<file path="config.mk">
export PLATFORM = sky130hd
export DESIGN_NAME = wtag_wbuf
export DESIGN_NICKNAME = d
export VERILOG_FILES = /design/src/rtl/wtb_pkg.sv /design/src/rtl/wtb_fifo_ctrl.sv /design/src/rtl/wtb_store.sv /design/src/rtl/wtb_way_dec.sv /design/src/rtl/wtag_wbuf.sv
export SDC_FILE = /design/constraint.sdc
export NUM_CORES = 1
export LEC_CHECK = 0
export BUFFER_PORTS_ARGS = -buffer_cell sky130_fd_sc_hd__buf_4
export CAP_MARGIN = 20
export CORE_MARGIN = 5
export CORE_UTILIZATION = 45
export CTS_CLUSTER_DIAMETER = 50
export DETAILED_ROUTE_END_ITERATION = 10
export GPL_TIMING_DRIVEN = 0
export PLACE_DENSITY = 0.65
export SYNTH_ARGS = -nofsm -noshare
export SYNTH_HDL_FRONTEND = slang
export SYNTH_SLANG_ARGS = --single-unit
</file>
<file path="constraint.sdc">
create_clock -name clk -period 2.4 [get_ports clk]
set_clock_uncertainty 0.15 [all_clocks]
set_input_delay 0.24 -clock clk [delete_from_list [all_inputs] [get_ports clk]]
set_output_delay 0.24 -clock clk [all_outputs]
set_load 0.01 [all_outputs]
</file>
<file path="src/rtl/wtb_pkg.sv">
package wtb_pkg;
  // Advance a circular index, wrapping at depth.
  function automatic int unsigned wrap_inc(int unsigned idx, int unsigned depth);
    return (idx == depth - 1) ? 0 : idx + 1;
  endfunction

  // True when the store may use only its tagged way.
  function automatic logic single_way(logic rd, logic valid, logic miss);
    return valid && !rd && !miss;
  endfunction
endpackage

</file>
<file path="src/rtl/wtb_fifo_ctrl.sv">
module wtb_fifo_ctrl #(
  parameter int DEPTH = 8,
  localparam int PTR_W = $clog2(DEPTH),
  localparam int CNT_W = $clog2(DEPTH + 1)
) (
  input  logic             clk,
  input  logic             rst_n,
  input  logic             push_fire,
  input  logic             pop_fire,
  output logic [PTR_W-1:0] wr_ptr,
  output logic [PTR_W-1:0] rd_ptr,
  output logic             full,
  output logic             empty
);
  logic [CNT_W-1:0] occ;

  always_ff @(posedge clk) begin
    if (!rst_n) begin
      wr_ptr <= '0;
      rd_ptr <= '0;
      occ    <= '0;
    end else begin
      if (push_fire) wr_ptr <= PTR_W'(wtb_pkg::wrap_inc(32'(wr_ptr), DEPTH));
      if (pop_fire)  rd_ptr <= PTR_W'(wtb_pkg::wrap_inc(32'(rd_ptr), DEPTH));
      case ({push_fire, pop_fire})
        2'b10:   occ <= occ + 1'b1;
        2'b01:   occ <= occ - 1'b1;
        default: occ <= occ;
      endcase
    end
  end

  assign full  = (occ == CNT_W'(DEPTH));
  assign empty = (occ == '0);
endmodule

</file>
<file path="src/rtl/wtb_store.sv">
module wtb_store #(
  parameter int DEPTH  = 8,
  parameter int ADDR_W = 16,
  parameter int DATA_W = 32,
  parameter int TAG_W  = 2,
  localparam int PTR_W = $clog2(DEPTH)
) (
  input  logic              clk,
  input  logic              we,
  input  logic [PTR_W-1:0]  wr_ptr,
  input  logic [PTR_W-1:0]  rd_ptr,
  input  logic [ADDR_W-1:0] in_addr,
  input  logic [DATA_W-1:0] in_data,
  input  logic [TAG_W-1:0]  in_tag,
  input  logic              in_miss,
  output logic [ADDR_W-1:0] out_addr,
  output logic [DATA_W-1:0] out_data,
  output logic [TAG_W-1:0]  out_tag,
  output logic              out_miss
);
  logic [ADDR_W-1:0] addr_q [DEPTH];
  logic [DATA_W-1:0] data_q [DEPTH];
  logic [TAG_W-1:0]  tag_q  [DEPTH];
  logic              miss_q [DEPTH];

  // Payload and sideband share one write strobe per slot.
  for (genvar e = 0; e < DEPTH; e++) begin : g_slot
    always_ff @(posedge clk) begin
      if (we && wr_ptr == PTR_W'(e)) begin
        addr_q[e] <= in_addr;
        data_q[e] <= in_data;
        tag_q[e]  <= in_tag;
        miss_q[e] <= in_miss;
      end
    end
  end

  assign out_addr = addr_q[rd_ptr];
  assign out_data = data_q[rd_ptr];
  assign out_tag  = tag_q[rd_ptr];
  assign out_miss = miss_q[rd_ptr];
endmodule

</file>
<file path="src/rtl/wtb_way_dec.sv">
module wtb_way_dec #(
  parameter int WAYS = 4,
  localparam int TAG_W = $clog2(WAYS)
) (
  input  logic             valid,
  input  logic             rd,
  input  logic             miss,
  input  logic [TAG_W-1:0] tag,
  output logic [WAYS-1:0]  way_en
);
  logic force_all;
  logic narrow;

  assign force_all = rd || (valid && miss);
  assign narrow    = wtb_pkg::single_way(rd, valid, miss);

  for (genvar w = 0; w < WAYS; w++) begin : g_way
    assign way_en[w] = force_all || (narrow && tag == TAG_W'(w));
  end
endmodule

</file>
<file path="src/rtl/wtag_wbuf.sv">
module wtag_wbuf #(
  parameter int DEPTH  = 8,
  parameter int WAYS   = 4,
  parameter int ADDR_W = 16,
  parameter int DATA_W = 32,
  localparam int TAG_W = $clog2(WAYS)
) (
  input  logic              clk,
  input  logic              rst_n,
  input  logic              push_valid,
  output logic              push_ready,
  input  logic [ADDR_W-1:0] push_addr,
  input  logic [DATA_W-1:0] push_data,
  input  logic [TAG_W-1:0]  push_way,
  input  logic              push_miss,
  input  logic              l2_rd,
  output logic              l2_wr_valid,
  input  logic              l2_wr_ready,
  output logic [ADDR_W-1:0] l2_wr_addr,
  output logic [DATA_W-1:0] l2_wr_data,
  output logic [WAYS-1:0]   l2_way_en,
  output logic              full,
  output logic              empty
);
  localparam int PTR_W = $clog2(DEPTH);

  logic             push_fire;
  logic             pop_fire;
  logic [PTR_W-1:0] wr_ptr;
  logic [PTR_W-1:0] rd_ptr;
  logic [TAG_W-1:0] head_tag;
  logic             head_miss;

  assign push_ready  = !full;
  assign push_fire   = push_valid && push_ready;
  assign l2_wr_valid = !empty && !l2_rd;
  assign pop_fire    = l2_wr_valid && l2_wr_ready;

  wtb_fifo_ctrl #(.DEPTH(DEPTH)) u_ctrl (
    .clk       (clk),
    .rst_n     (rst_n),
    .push_fire (push_fire),
    .pop_fire  (pop_fire),
    .wr_ptr    (wr_ptr),
    .rd_ptr    (rd_ptr),
    .full      (full),
    .empty     (empty)
  );

  wtb_store #(
    .DEPTH(DEPTH), .ADDR_W(ADDR_W), .DATA_W(DATA_W), .TAG_W(TAG_W)
  ) u_store (
    .clk      (clk),
    .we       (push_fire),
    .wr_ptr   (wr_ptr),
    .rd_ptr   (rd_ptr),
    .in_addr  (push_addr),
    .in_data  (push_data),
    .in_tag   (push_way),
    .in_miss  (push_miss),
    .out_addr (l2_wr_addr),
    .out_data (l2_wr_data),
    .out_tag  (head_tag),
    .out_miss (head_miss)
  );

  wtb_way_dec #(.WAYS(WAYS)) u_dec (
    .valid  (!empty),
    .rd     (l2_rd),
    .miss   (head_miss),
    .tag    (head_tag),
    .way_en (l2_way_en)
  );
endmodule

</file>
# Word level (Yosys, flattened, before mapping)

Memories as Yosys holds them, arrays and structs flattened. A register that Yosys moved wholly into a read port is not among the register bits.
Index checks and enable logic that the tools add are counted.

Add/sub/neg operators: 4
Eq/ne operators: 14
Mux-type cells: 111
Reduce and logical (&&, ||, !) cells: 58

Operator list:

| cell                                                 | count |
|---|---|
| two-way mux 32 bit                                   | 7 |
| OR reduction 32 bit                                  | 7 |
| two-way mux 3 bit                                    | 38 |
| two-way mux 16 bit                                   | 7 |
| OR reduction 16 bit                                  | 7 |
| two-way mux 1 bit                                    | 51 |
| logical AND 1 bit                                    | 17 |
| equality test 3 bit (second input constant)          | 5 |
| two-way mux 2 bit                                    | 7 |
| OR reduction 2 bit                                   | 7 |
| one-hot mux 4 bit (2 select lines)                   | 1 |
| OR reduction 1 bit                                   | 7 |
| adder 3 x 1 -> 3 bit (second input constant)         | 2 |
| equality test 2 bit (second input constant)          | 3 |
| equality test 3 x 2 -> 1 bit (second input constant) | 2 |
| logical OR 1 bit                                     | 5 |
| adder 4 x 1 -> 4 bit (second input constant)         | 1 |
| equality test 2 x 1 -> 1 bit (second input constant) | 2 |
| equality test 4 bit (second input constant)          | 1 |
| zero test 1 bit                                      | 4 |
| zero test 4 bit                                      | 1 |
| subtractor 4 x 1 -> 4 bit (second input constant)    | 1 |
| equality test 3 x 1 -> 1 bit (second input constant) | 1 |
| zero test 3 bit                                      | 1 |
| other kinds (2)                                      | 2 |

Register bits: 10
Bits in writable memories: 408
Bits of input ports: 56
Word-level logic and storage cells: 194
Memories kept: 4

Memories:

| name           | words | bits a word | read ports | clocked after Yosys merged registers in | wr ports | line            | text |
|---|---|---|---|---|---|---|---|
| u_store.data_q | 8     | 32          | 1          | 1                                       | 1        | wtb_store.sv:22 | `logic [DATA_W-1:0] data_q [DEPTH];` |
| u_store.addr_q | 8     | 16          | 1          | 1                                       | 1        | wtb_store.sv:21 | `logic [ADDR_W-1:0] addr_q [DEPTH];` |
| u_store.tag_q  | 8     | 2           | 1          | 1                                       | 1        | wtb_store.sv:23 | `logic [TAG_W-1:0] tag_q [DEPTH];` |
| u_store.miss_q | 8     | 1           | 1          | 1                                       | 1        | wtb_store.sv:24 | `logic miss_q [DEPTH];` |

# Depth between registers and ports, before layout

Depth in word-level cells: 14
Mapped depth: 12
Mapped depth without buffers: 10

# Hierarchy

From an unflattened synthesis, not the netlist that was laid out.

Cells, all modules: 671
Area, all modules: 15,992.8 sq um

Modules (own cells, without submodules):

| module        | times used | cells an instance | area each (sq um) |
|---|---|---|---|
| wtb_store     | 1          | 602               | 15,358.5 |
| wtb_fifo_ctrl | 1          | 56                | 561.8 |
| wtb_way_dec   | 1          | 8                 | 42.5 |
| wtag_wbuf     | 1          | 5                 | 30.0 |

# Worst setup path after synthesis

OpenSTA, ideal clock, no wires.

Path kind: flip-flop to flip-flop
Start: register u_ctrl.occ[1]
End: memory u_store.addr_q[4][0], enable pin
Arrival time: 2.128 ns
Path slack: -0.292 ns
Cell stages (with the launch flop): 6
Buffers on the path: 2
Cell sequence: dfxtp_1 -> buf_2 -> or4b_4 -> and2_4 -> buf_6 -> and3_1

Cells in the longest elaborated chain, start to end: 14
Elaborated cells between the ends (all ways): 48
Classes of those cells: eq/ne (1); mux (30); reduce/logical (17)

RTL lines:

| what                                                                           | line                | text |
|---|---|---|
| start: declaration                                                             | wtb_fifo_ctrl.sv:15 | `logic [CNT_W-1:0] occ;` |
| start signal: assignment                                                       | wtb_fifo_ctrl.sv:26 | `2'b10: occ <= occ + 1'b1;` |
| start signal: assignment                                                       | wtb_fifo_ctrl.sv:27 | `2'b01: occ <= occ - 1'b1;` |
| equality test 4 bit (*)                                                        | wtb_fifo_ctrl.sv:33 | `assign full = (occ == CNT_W'(DEPTH));` |
| zero test 1 bit (*)                                                            | wtag_wbuf.sv:34     | `assign push_ready = !full;` |
| net push_ready                                                                 | wtag_wbuf.sv:11     | `output logic push_ready,` |
| logical AND 1 bit (*)                                                          | wtag_wbuf.sv:35     | `assign push_fire = push_valid && push_ready;` |
| logical AND 1 bit                                                              | wtb_store.sv:29     | `if (we && wr_ptr == PTR_W'(e)) begin` |
| two-way mux 1 bit                                                              | wtb_store.sv:29     |  |
| two-way mux 1 bit (not written as such)                                        | wtb_store.sv:30     | `addr_q[e] <= in_addr;` |
| OR reduction 16 bit (no line)                                                  | --                  |  |
| two-way mux 3 bit (no line) or two-way mux 1 bit (tied branches) (7 in series) | --                  |  |
| end: declaration                                                               | wtb_store.sv:21     |  |

Mark *: on every way through the listed nets, which the timed path passes. The rest lies on a longest branch.

==> metrics.md <==
| Metric | Value |
|---|---|
| Hold Crit Depth | `4` |
| Die area | `around 40000 µm²` |
| CTS tree | `yes` |
| Failing checks | `setup timing` |
| Total global routing overflow | `0` |
| Starting Density | `a little under half` |
| Cell-internal power | `~0.014 W` |
| Synth Instances | `roughly 700` |
| FF+latch count, synth | `421` |
| Pleak | `between 6 and 7 nW` |
| Worst setup margin | `-0.362 ns` |
| Share of the synthesized area in the top cell type | `between 70% and 80%` |
| Synth area leader | `edfxtp_1` |
| Die width | `about 200 µm` |
| Worst-margin pin slew | `0.451 ns` |
| Area of the multi-input gates | `~3800 µm²` |
| Rows | `between 60 and 70` |
| WP data arrival | `about 2.4 ns` |
| Pwr/cell area | `approximately 860 nW/µm²` |
| Placed Cells | `~1300` |
| Drt via density | `around 5.3` |
| RSZ-0062 raised after global routing | `yes` |
| Hold Violations, Final | `0` |
| Startpoint types | `flip-flop` |
| Most common cell in the netlist | `edfxtp_1` |
| TritonRoute pass-1 iters | `4` |
| WP data required | `~2 ns` |
| Largest net degree at the start of global routing | `between 40 and 50` |
| Final Max Tran Viols | `0` |
| Antenna violations before repair | `2` |
| # fillers | `about 2500` |
| Fmax | `roughly 0.36 GHz` |
| Cell Chain, Critical Path | `buf_8, mux2_4, a2bb2oi_2, a311o_2, o31ai_4, buf_4` |
| Vias in the first global route | `between 8000 and 9000` |
| Routed len/inst | `23.4 µm` |
| Max IR drop VDD | `~0.54 mV` |
| Critical Path Sink Type | `output pin` |
| Worst path max stage delay | `between 0.4 and 0.5 ns` |
| CTS Sinks | `between 400 and 500` |
| Most frequent cells after synthesis | `408 x edfxtp_1, 96 x mux4_2, 52 x mux2_2` |
| Min Tclk post-route | `roughly 2.8 ns` |
| Relative slew slack | `69.9%` |
| Clock latency on the worst-skew pair | `0.55 ns` |
| Nets | `slightly above 1000` |
| Number of DRC markers in iteration 0 | `roughly 550` |
| Worst Path Class, Setup | `reg2out` |
| Share of power burned in registers | `46.8%` |
| Via count | `7687` |
| EDFF count, synth | `around 400` |
| Post-route insts no fill | `approximately 1400` |
| Asr flop ratio synth | `0%` |
| First-pass GRT wire length | `50.0 mm` |
| Syn avg cell area | `approximately 23 µm²` |
| Clk buf depth | `3` |
| Worst-path fanout max | `7` |
| Comb pwr share | `14.1%` |
| Number of port buffers | `roughly 110` |
| Clock root buffer | `clkbuf_16` |
| Sequential Area | `12500 µm²` |
| Layout cells sized above 1 | `a little over two fifths` |
| Ratio of final minimum period to clock period | `115%` |
| Status | `finished, violations left` |
| Clock network power share | `approximately two fifths` |
| Reg clk slew, reported paths | `around 0.06 ns` |
| Worst R2R Path Depth | `10` |
| H-tree Lvls | `2` |
| Synth-to-Final Area Change | `29.0%` |
| Area contributors post-synth | `edfxtp_1 76%, mux4_2 13%, mux2_2 3.6%` |
| Total Wirelength | `between 30 and 40 mm` |
| Setup TNS | `-13.53 ns` |
| Num CTS Buffers | `46` |
| Post-route DRC | `0` |
| Sequential fraction of the synthesis area | `between 70% and 80%` |
| CORE AREA | `approximately 35000 µm²` |
| Highest-delay cell along the critical path | `a311o_2` |
| P_sw | `slightly below 0.004 W` |
| GP Congestion | `a little under 0.7` |
| GRT Total Usage | `16.7%` |
| Detailed placement HPWL | `19.0 mm` |
| Syn Nets | `between 700 and 800` |
| YS warnings | `0` |
| Setup Viol. Count Final | `between 50 and 60` |
| Final ANT Viol Nets | `0` |
| IO Pins | `approximately 110` |
| Top FF cell, synth | `edfxtp_1` |
| Max-Cap Viols | `0` |
| Die Span Y | `between 150 and 200 µm` |
| Netlist cell types | `38` |
| Hold Crit Class | `in2reg` |
| Net Sw Frac | `a little over a fifth` |
| Post-Syn Area | `approximately 16000 µm²` |
flip-flops by register name, summed over array words and instances, names as in the netlist, named ones only:
signal	flops
u_ctrl.occ	4
u_ctrl.rd_ptr	3
u_ctrl.wr_ptr	3
u_store.addr_q	128
u_store.data_q	256
u_store.miss_q	8
u_store.tag_q	16
layer usage:
layer	share of wire, %	up-vias	global-route usage [%]	wire [µm]
met5	0.039	-	0	13
met4	1.4	2	3.19	476
met3	5.1	49	2.98	1720
met2	49	198	26.8	16400
met1	45	4013	24.8	15100
li1	-	3425	-	-
per-stage QoR:
step / util [%] / power, W / setup WS (ns) / cell area (µm²) / hold WS [ns]
after CTS: 57.7 / 0.0179 / -0.384 / 20500 / 0.0126
after global placement: 49.6 / 0.0104 / -0.463 / 17600 / 0.324
final: 58.7 / 0.0180 / -0.362 / 20800 / 0.0194
after global routing: 58.7 / 0.0186 / -0.430 / 20800 / 0.0263
after detailed placement: 50.2 / 0.0104 / -0.490 / 17800 / 0.326
after floorplan: - / 0.00965 / -0.122 / 16200 / 0.189
worst max-delay path, delay by kind of cell, from the launching register on:
family                 cells  cell delay, ns
AOI/OAI and AO/OA          3            0.88
DFF                        1            0.33
muxes                      1            0.31
buffers and inverters      2            0.31
repair_timing:
item,CTS,global route
hold endpoints to repair,421,0
buffers inserted,8,13
pin swaps,6,15
hold buffers,52,0
gates resized for setup,104,61
cloned,4,4
endpoints found under the setup margin,56,55
logic make-up (layout without fill, tap and decap cells):
family / count (synthesis) / after routing / share of synthesized area (%)
XOR/XNOR: 3 / 3 / 0.163
multiplexers: 160 / 160 / 17.8
buffers and inverters: 38 / 318 / 1.26
AO/OA/AOI/OAI: 19 / 19 / 0.814
other: 0 / 1 / 0
flip-flops: 421 / 421 / 77.5
adder cells (fa/ha/maj): 11 / 11 / 0.852
AND/OR/NAND/NOR: 45 / 45 / 1.63
path summary, 6_finish.rpt:
path / start / to / slack, ns
setup / recovery: flip-flop / l2_way_en[2] / -0.36
hold / removal: push_valid / u_ctrl.wr_ptr[2] / 0.02
setup reg to reg: u_ctrl.occ[1] / u_ctrl.occ[2] / -0.28
hold reg to reg: u_ctrl.occ[3] / u_ctrl.occ[3] / 0.37
placed cells by master (no fill, tap or decap), drive strengths merged:
master | Yosys | routed
nand2 | 9 | 9
nor3b | 2 | 2
mux2 | 53 | 53
o22a | 2 | 2
diode | 0 | 1
a211o | 1 | 1
buf | 20 | 158
and2 | 1 | 1
or4b | 1 | 1
clkinvlp | 0 | 3
mux2i | 11 | 11
a2bb2oi | 1 | 1
nand3b | 2 | 2
nand3 | 2 | 2
a211oi | 1 | 1
o21ai | 3 | 3
dfxtp | 13 | 13
a41oi | 1 | 1
bufinv | 0 | 5
xor2 | 3 | 3
nand2b | 2 | 2
a21oi | 5 | 5
dlygate4sd3 | 0 | 52
nor2b | 3 | 3
and3 | 10 | 10
or3 | 2 | 2
nor2 | 9 | 9
a311o | 1 | 1
edfxtp | 408 | 408
and3b | 1 | 1
inv | 5 | 8
mux4 | 96 | 96
o31ai | 4 | 4
clkinv | 2 | 14
ha | 11 | 11
clkbuf | 11 | 78
nor4 | 1 | 1
power groups by stage:
stage,combinational [W],clock [W],sequential [W]
final,0.00253,0.00704,0.00841
after global routing,0.00270,0.00750,0.00842
after CTS,0.00234,0.00717,0.00839
after detailed placement,0.00191,0,0.00854
after global placement,0.00184,0,0.00854
after floorplan,0.00113,0,0.00853
final cells by class:
type	instances	area share, %
well taps	461	2.77
flip-flops and latches	421	60.1
plain buffers	26	1.57
multi-input cells	238	18.0
inverters	7	0.162
diodes	1	0.0120
clock buffers	63	6.14
clock inverters	23	1.22
repair buffers	199	9.94
No activity file was read; power rests on OpenSTA's default activity.
